<file path="config.mk">
export PLATFORM = sky130hd
export DESIGN_NAME = mu_doorbell
export DESIGN_NICKNAME = d
export VERILOG_FILES = /design/src/rtl/mu_db_pkg.sv /design/src/rtl/mu_db_chan.sv /design/src/rtl/mu_db_lane_map.sv /design/src/rtl/mu_doorbell.sv
export SDC_FILE = /design/constraint.sdc
export NUM_CORES = 1
export LEC_CHECK = 0
export CORE_MARGIN = 4
export CORE_UTILIZATION = 40
export DETAILED_ROUTE_END_ITERATION = 7
export DONT_BUFFER_PORTS = 1
export PLACE_DENSITY = 0.65
export RECOVER_POWER = 50
export SETUP_SLACK_MARGIN = 0.15
export SKIP_LAST_GASP = 1
export SYNTH_ARGS = -nofsm -noshare
export SYNTH_HDL_FRONTEND = slang
export SYNTH_SLANG_ARGS = --single-unit
</file>
<file path="constraint.sdc">
create_clock -name clk -period 1.1 [get_ports clk]
set_input_delay 0.165 -clock clk [delete_from_list [all_inputs] [get_ports clk]]
set_output_delay 0.165 -clock clk [all_outputs]
set_load 0.05 [all_outputs]
</file>
<file path="src/rtl/mu_db_pkg.sv">
package mu_db_pkg;
   localparam int unsigned MU_CHANS     = 4;
   localparam int unsigned MU_STRIDE    = 4;
   localparam int unsigned LAYOUT_LEGACY = 0;
   localparam int unsigned LAYOUT_PACKED = 1;
   localparam int unsigned LEGACY_TOP   = 27;
endpackage

</file>
<file path="src/rtl/mu_db_chan.sv">
module mu_db_chan #(
   parameter int unsigned DW = 32
) (
   input  logic          clk,
   input  logic          rst_n,
   input  logic          load_i,
   input  logic          ack_i,
   input  logic [DW-1:0] data_i,
   output logic [DW-1:0] data_o,
   output logic          full_o
);
   always_ff @(posedge clk or negedge rst_n) begin
      if (!rst_n) begin
         data_o <= '0;
         full_o <= 1'b0;
      end else begin
         if (load_i) data_o <= data_i;
         if (load_i)      full_o <= 1'b1;
         else if (ack_i)  full_o <= 1'b0;
      end
   end

   AST_LOAD_SETS_FULL: assert property (@(posedge clk) disable iff (!rst_n)
      load_i |=> (full_o && data_o == $past(data_i)));
   AST_ACK_CLEARS: assert property (@(posedge clk) disable iff (!rst_n)
      (ack_i && !load_i) |=> !full_o);
   AST_COLLIDE_KEEPS: assert property (@(posedge clk) disable iff (!rst_n)
      (ack_i && load_i) |=> full_o);
   AST_DATA_HOLDS: assert property (@(posedge clk) disable iff (!rst_n)
      !load_i |=> $stable(data_o));
endmodule

</file>
<file path="src/rtl/mu_db_lane_map.sv">
module mu_db_lane_map #(
   parameter int unsigned LAYOUT = 0,
   parameter int unsigned NCH    = 4,
   parameter int unsigned DW     = 32
) (
   input  logic [NCH-1:0] flag_i,
   input  logic [NCH-1:0] en_i,
   input  logic [DW-1:0]  wr_word_i,
   output logic [DW-1:0]  flag_word_o,
   output logic [DW-1:0]  en_word_o,
   output logic [NCH-1:0] en_wr_o
);
   import mu_db_pkg::*;

   generate
      if (LAYOUT == LAYOUT_LEGACY) begin : g_legacy
         if (DW <= LEGACY_TOP) begin : g_bad_dw
            $error("legacy layout needs DW above 27");
         end
         for (genvar n = 0; n < NCH; n++) begin : g_lane
            localparam int unsigned POS = LEGACY_TOP - n;
            assign flag_word_o[POS] = flag_i[n];
            assign en_word_o[POS]   = en_i[n];
            assign en_wr_o[n]       = wr_word_i[POS];
         end
         for (genvar b = 0; b < DW; b++) begin : g_zero
            if (b > LEGACY_TOP || b < LEGACY_TOP - NCH + 1) begin : g_z
               assign flag_word_o[b] = 1'b0;
               assign en_word_o[b]   = 1'b0;
            end
         end
      end else if (LAYOUT == LAYOUT_PACKED) begin : g_packed
         if (DW < NCH) begin : g_bad_dw
            $error("packed layout needs DW of at least NCH");
         end
         for (genvar n = 0; n < NCH; n++) begin : g_lane
            assign flag_word_o[n] = flag_i[n];
            assign en_word_o[n]   = en_i[n];
            assign en_wr_o[n]     = wr_word_i[n];
         end
         for (genvar b = NCH; b < DW; b++) begin : g_zero
            assign flag_word_o[b] = 1'b0;
            assign en_word_o[b]   = 1'b0;
         end
      end else begin : g_bad_layout
         $error("LAYOUT must be 0 or 1");
      end
   endgenerate

   logic unused_word;
   assign unused_word = ^wr_word_i;
endmodule

</file>
<file path="src/rtl/mu_doorbell.sv">
module mu_doorbell #(
   parameter int unsigned LAYOUT  = 0,
   parameter int unsigned NCH     = 4,
   parameter int unsigned DW      = 32,
   parameter int unsigned AW      = 8,
   parameter int unsigned TX_BASE = 'h00,
   parameter int unsigned RX_BASE = 'h10,
   parameter int unsigned SR_OFF  = 'h20,
   parameter int unsigned CR_OFF  = 'h24
) (
   input  logic          clk,
   input  logic          rst_n,
   input  logic          b_wr_en,
   input  logic [AW-1:0] b_addr,
   input  logic [DW-1:0] b_wdata,
   input  logic          a_wr_en,
   input  logic          a_rd_en,
   input  logic [AW-1:0] a_addr,
   input  logic [DW-1:0] a_wdata,
   output logic [DW-1:0] a_rdata,
   output logic          irq_o
);
   import mu_db_pkg::*;

   localparam int unsigned TX_END = TX_BASE + MU_STRIDE * NCH;
   localparam int unsigned RX_END = RX_BASE + MU_STRIDE * NCH;

   generate
      if (NCH != MU_CHANS) begin : g_bad_nch
         $error("channel count is fixed at four");
      end
      if (CR_OFF >= (1 << AW) || TX_END > (1 << AW) || RX_END > (1 << AW)) begin : g_bad_aw
         $error("address map does not fit in AW bits");
      end
      if (RX_BASE < TX_END && TX_BASE < RX_END) begin : g_bad_map
         $error("transmit and receive windows overlap");
      end
   endgenerate

   logic [NCH-1:0] load_v, ack_v, full_v;
   logic [DW-1:0]  data_v [NCH];
   logic [NCH-1:0] en_q, en_wr;
   logic [DW-1:0]  flag_word, en_word;
   logic [DW-1:0]  rd_mux;
   logic           rd_hit;

   for (genvar n = 0; n < NCH; n++) begin : g_ch
      localparam logic [AW-1:0] TX_ADDR = AW'(TX_BASE + MU_STRIDE * n);
      localparam logic [AW-1:0] RX_ADDR = AW'(RX_BASE + MU_STRIDE * n);
      assign load_v[n] = b_wr_en && (b_addr == TX_ADDR);
      assign ack_v[n]  = a_rd_en && (a_addr == RX_ADDR);

      mu_db_chan #(.DW(DW)) chan_i (
         .clk    (clk),
         .rst_n  (rst_n),
         .load_i (load_v[n]),
         .ack_i  (ack_v[n]),
         .data_i (b_wdata),
         .data_o (data_v[n]),
         .full_o (full_v[n])
      );
   end

   mu_db_lane_map #(.LAYOUT(LAYOUT), .NCH(NCH), .DW(DW)) map_i (
      .flag_i      (full_v),
      .en_i        (en_q),
      .wr_word_i   (a_wdata),
      .flag_word_o (flag_word),
      .en_word_o   (en_word),
      .en_wr_o     (en_wr)
   );

   always_ff @(posedge clk or negedge rst_n) begin
      if (!rst_n)                                 en_q <= '0;
      else if (a_wr_en && a_addr == AW'(CR_OFF))  en_q <= en_wr;
   end

   always_comb begin
      rd_mux = '0;
      rd_hit = 1'b0;
      for (int n = 0; n < NCH; n++) begin
         if (a_addr == AW'(RX_BASE + MU_STRIDE * n)) begin
            rd_mux = data_v[n];
            rd_hit = 1'b1;
         end
      end
      if (a_addr == AW'(SR_OFF)) begin
         rd_mux = flag_word;
         rd_hit = 1'b1;
      end
      if (a_addr == AW'(CR_OFF)) begin
         rd_mux = en_word;
         rd_hit = 1'b1;
      end
   end

   always_ff @(posedge clk or negedge rst_n) begin
      if (!rst_n) begin
         a_rdata <= '0;
         irq_o   <= 1'b0;
      end else begin
         if (a_rd_en) a_rdata <= rd_mux;
         irq_o <= |(full_v & en_q);
      end
   end

   AST_IRQ_MASKED: assert property (@(posedge clk) disable iff (!rst_n)
      (en_q == '0) |=> !irq_o);
   AST_IRQ_RISE: assert property (@(posedge clk) disable iff (!rst_n)
      ((full_v & en_q) != '0) |=> irq_o);
   AST_UNMAPPED_ZERO: assert property (@(posedge clk) disable iff (!rst_n)
      (a_rd_en && !rd_hit) |=> (a_rdata == '0));
   AST_SR_ONEHOT_WR: assert property (@(posedge clk) disable iff (!rst_n)
      $onehot0(load_v));
endmodule

</file>
==> results.toml <==
[placed_design]
dpl_worst_slack_ps = -824
place_hpwl_microns = 9840
dp.cells = 732
port_buffers = 0
gp_congestion = 0.784

[layout]
fill_cells = 1347
multi_input_area_sq_mm = 0.00349
finalNetCount = 718
syn2layout_area_growth_pct = 46.9
layout-drive-gt1-share_pct = 56.6
final_cells = 875
seq_area_sq_mm = 0.00423
final_core_util_pct = 59.6

[clock_network]
clk_pin_slew_ps = 60
clk_path_buf_depth = 2
cts_made_buffers = 17
htreeDepth = 4
clock-sinks = 169
clock_latency_ps = 430
cts_tree = "done"
hold_buffers = 40
root_buffer = "clkbuf_16"

[route]
vias = 4742
drc = 0
ant_nets = 0
routed_wl_microns = 19700
wl_per_cell_microns = 22.5
drt_iter0_markers = 227
vias_per_cell = 5.42
drt_first_pass_iters = 4

[synthesis]
synthFlopType = "dfrtp_1"
synth.mux.area_fraction_pct = 29.6
ys_async_sr_fraction_pct = 100
syn_avg_cell_area_sq_um = 15.1
yosysSeqAreaShare_pct = 58.2
synth_top_family_by_area = "multiplexers"
synth_edf_count = 0
synthAdderAreaFrac_pct = 0
synth_top_cell_area_share_pct = 58.2
synthSimpleGateAreaFrac_pct = 2.98
syn_area_sq_mm = 0.00726
synth-compound-area-share_pct = 5.79
ys_top_cells_by_area = "dfrtp_1 (58%), mux2_2 (20%), mux4_2 (9.0%)"
ys_warn_count = 0
synthCells = 480
synth.ff_latch_count = 169
synth-xor-area-share_pct = 0
yosys.area.top_type = "dfrtp_1"
synthDistinctLibCells = 35
syn_nets = 565

[worst_setup_path]
cp_data_required_time_ps = 1410
r2r_start = "g_ch[0].chan_i.data_o[26]$_DFFE_PN0P_"
crit_path_end_kind = "flip-flop"
ff2ff_setup_slack_ps = -130
critPathLaunchType = "input pin"
path_class = "input pin to flip-flop"
arrival_ps = 1850
crit_path_start = "a_addr[0]"
r2r_cells = 3
crit_path_max_fanout = 4
r2r_end = "a_rdata[26]$_DFFE_PN0P_"

[global_route]
met2_usage_pct = 29.6
grt_max_degree = 170
grt_overflow = 0
gr-usage-met1_pct = 24.4
antenna_found_initial = 1
grt.met3_usage_pct = 4.66
grt_pass1_wl_microns = 28600
grtUsageTotal_pct = 18.3
busiest_layer = "met2"
grt_pass1_vias = 5223

[sta]
period_share_pct = 139
max_freq_ghz = 0.653
tightest_slew_ps = 856
hold_viol = 169
setup_viol = 201
worst_slack_ps = -433
report.final.slew_viol_count = 0
finalClockSkew_ps = 9.64
relSlewSlack_pct = 43.0
fin_hold_ws_ps = -567
grt_setup_unrepaired = "yes"
period_minus_slack_ps = 1530

[floorplanning]
die_x_microns = 143
rows = 49
initial_core_util_pct = 40.6
die_y_microns = 143
boundaryPins = 118
dieArea_sq_mm = 0.0204
fp.coreArea_sq_mm = 0.0179

[power_and_ir_drop]
ir_drop_uv = 1150
static-leakage-power_uw = 0.00497
power-per-cell-area_mw_per_mm2 = 1280

[worst_hold_path]
hold_path.class = "input pin to async pin"

[job]
maxCapViolCount = 0

[outcome]
status = "finished with violations"
violations = "hold timing, setup timing"
-- Yosys cell counts, types with 3 or more instances --
cell type	instances
a2bb2oi_1	4
mux4_2	29
a21oi_1	7
o32ai_1	3
o31ai_1	3
inv_1	33
nor2b_1	3
dfrtp_1	169
clkbuf_1	21
nand2_1	7
a31oi_1	3
o2bb2ai_1	28
nor2_1	4
o21ai_0	3
mux2_2	131
nor4b_1	4
buf_4	3
-- layout make-up --
| class | instances | area share, % |
|---|---|---|
| Tap cell | 229 | 2.69 |
| Timing Repair Buffer | 163 | 18.1 |
| Clock inverter | 6 | 1.04 |
| Inverter | 33 | 1.16 |
| Clock buffer | 25 | 4.64 |
| Antenna cell | 1 | 0.0235 |
| Multi-Input combinational cell | 249 | 32.7 |
| Sequential cell | 169 | 39.6 |
-- per-layer routing --
layer  vias up  part of all wire (%)
li1       2081                     -
met2       116                    49
met4         0                   1.4
met5         -                     0
met3        25                   4.7
met1      2520                    45
-- state kept, by name, summed over array words and instances (netlist names) --
name                count
irq_o                   1
g_ch.chan_i.data_o    128
en_q                    4
a_rdata                32
g_ch.chan_i.full_o      4
-- where the power goes --
group          leakage [uW]  internal [uW]  switching, uW
clock              0.000294           3810           2380
sequential          0.00233           6470            142
combinational       0.00235            525            341
total               0.00497          10800           2860
-- worst max-delay path by stage --
stage	end	slack (ps)
2_1_floorplan	g_ch[0].chan_i.full_o$_DFFE_PN0P_	-880
3_3_place_gp	g_ch[0].chan_i.full_o$_DFFE_PN0P_	-820
3_5_place_dp	g_ch[0].chan_i.full_o$_DFFE_PN0P_	-820
4_1_cts	g_ch[0].chan_i.data_o[8]$_DFFE_PN0P_	-330
5_1_grt	g_ch[0].chan_i.full_o$_DFFE_PN0P_	-440
6_report	g_ch[0].chan_i.full_o$_DFFE_PN0P_	-430
-- logic make-up (layout without fill, tap and decap cells) --
family	after synthesis	in the layout
buffers and inverters	62	227
other	0	1
multiplexers	162	162
AND/OR/NAND/NOR	33	33
flip-flops	169	169
AO/OA/AOI/OAI	54	54
-- through the flow --
step	area [sq um]	total power, uW	TNS [ps]
6_report	10700	13700	-55540
3_5_place_dp	8040	7280	-117160
3_3_place_gp	8040	7240	-113580
2_1_floorplan	7510	7200	-113310
5_1_grt	10700	14100	-65740
4_1_cts	9940	13700	-44320
-- layout by cell type, fill, tap and decap left out, types with 6 or more instances in the layout --
| cell type | n |
|---|---|
| buf_12 | 14 |
| buf_16 | 6 |
| buf_4 | 50 |
| buf_6 | 44 |
| clkbuf_16 | 25 |
| dfrtp_1 | 169 |
| dlygate4sd3_1 | 40 |
| inv_1 | 33 |
| mux2_2 | 99 |
| mux2_4 | 33 |
| mux4_2 | 29 |
| nand2_1 | 6 |
| o2bb2ai_2 | 10 |
| o2bb2ai_4 | 18 |
-- critical path, stage by stage --
cell and delay [ps]:
or4_4 550, or4b_4 600, or3_1 340, a21o_1 190
-- what timing repair did --
item | 4_1_cts | 5_1_grt
gates resized for setup | 96 | 45
pin swaps | 37 | 17
setup buffers | 35 | 20
hold endpoints to repair | 308 | 169
endpoints found under the setup margin | 201 | 201
cloned | 6 | 10
Power figures use the tool's default switching activity.
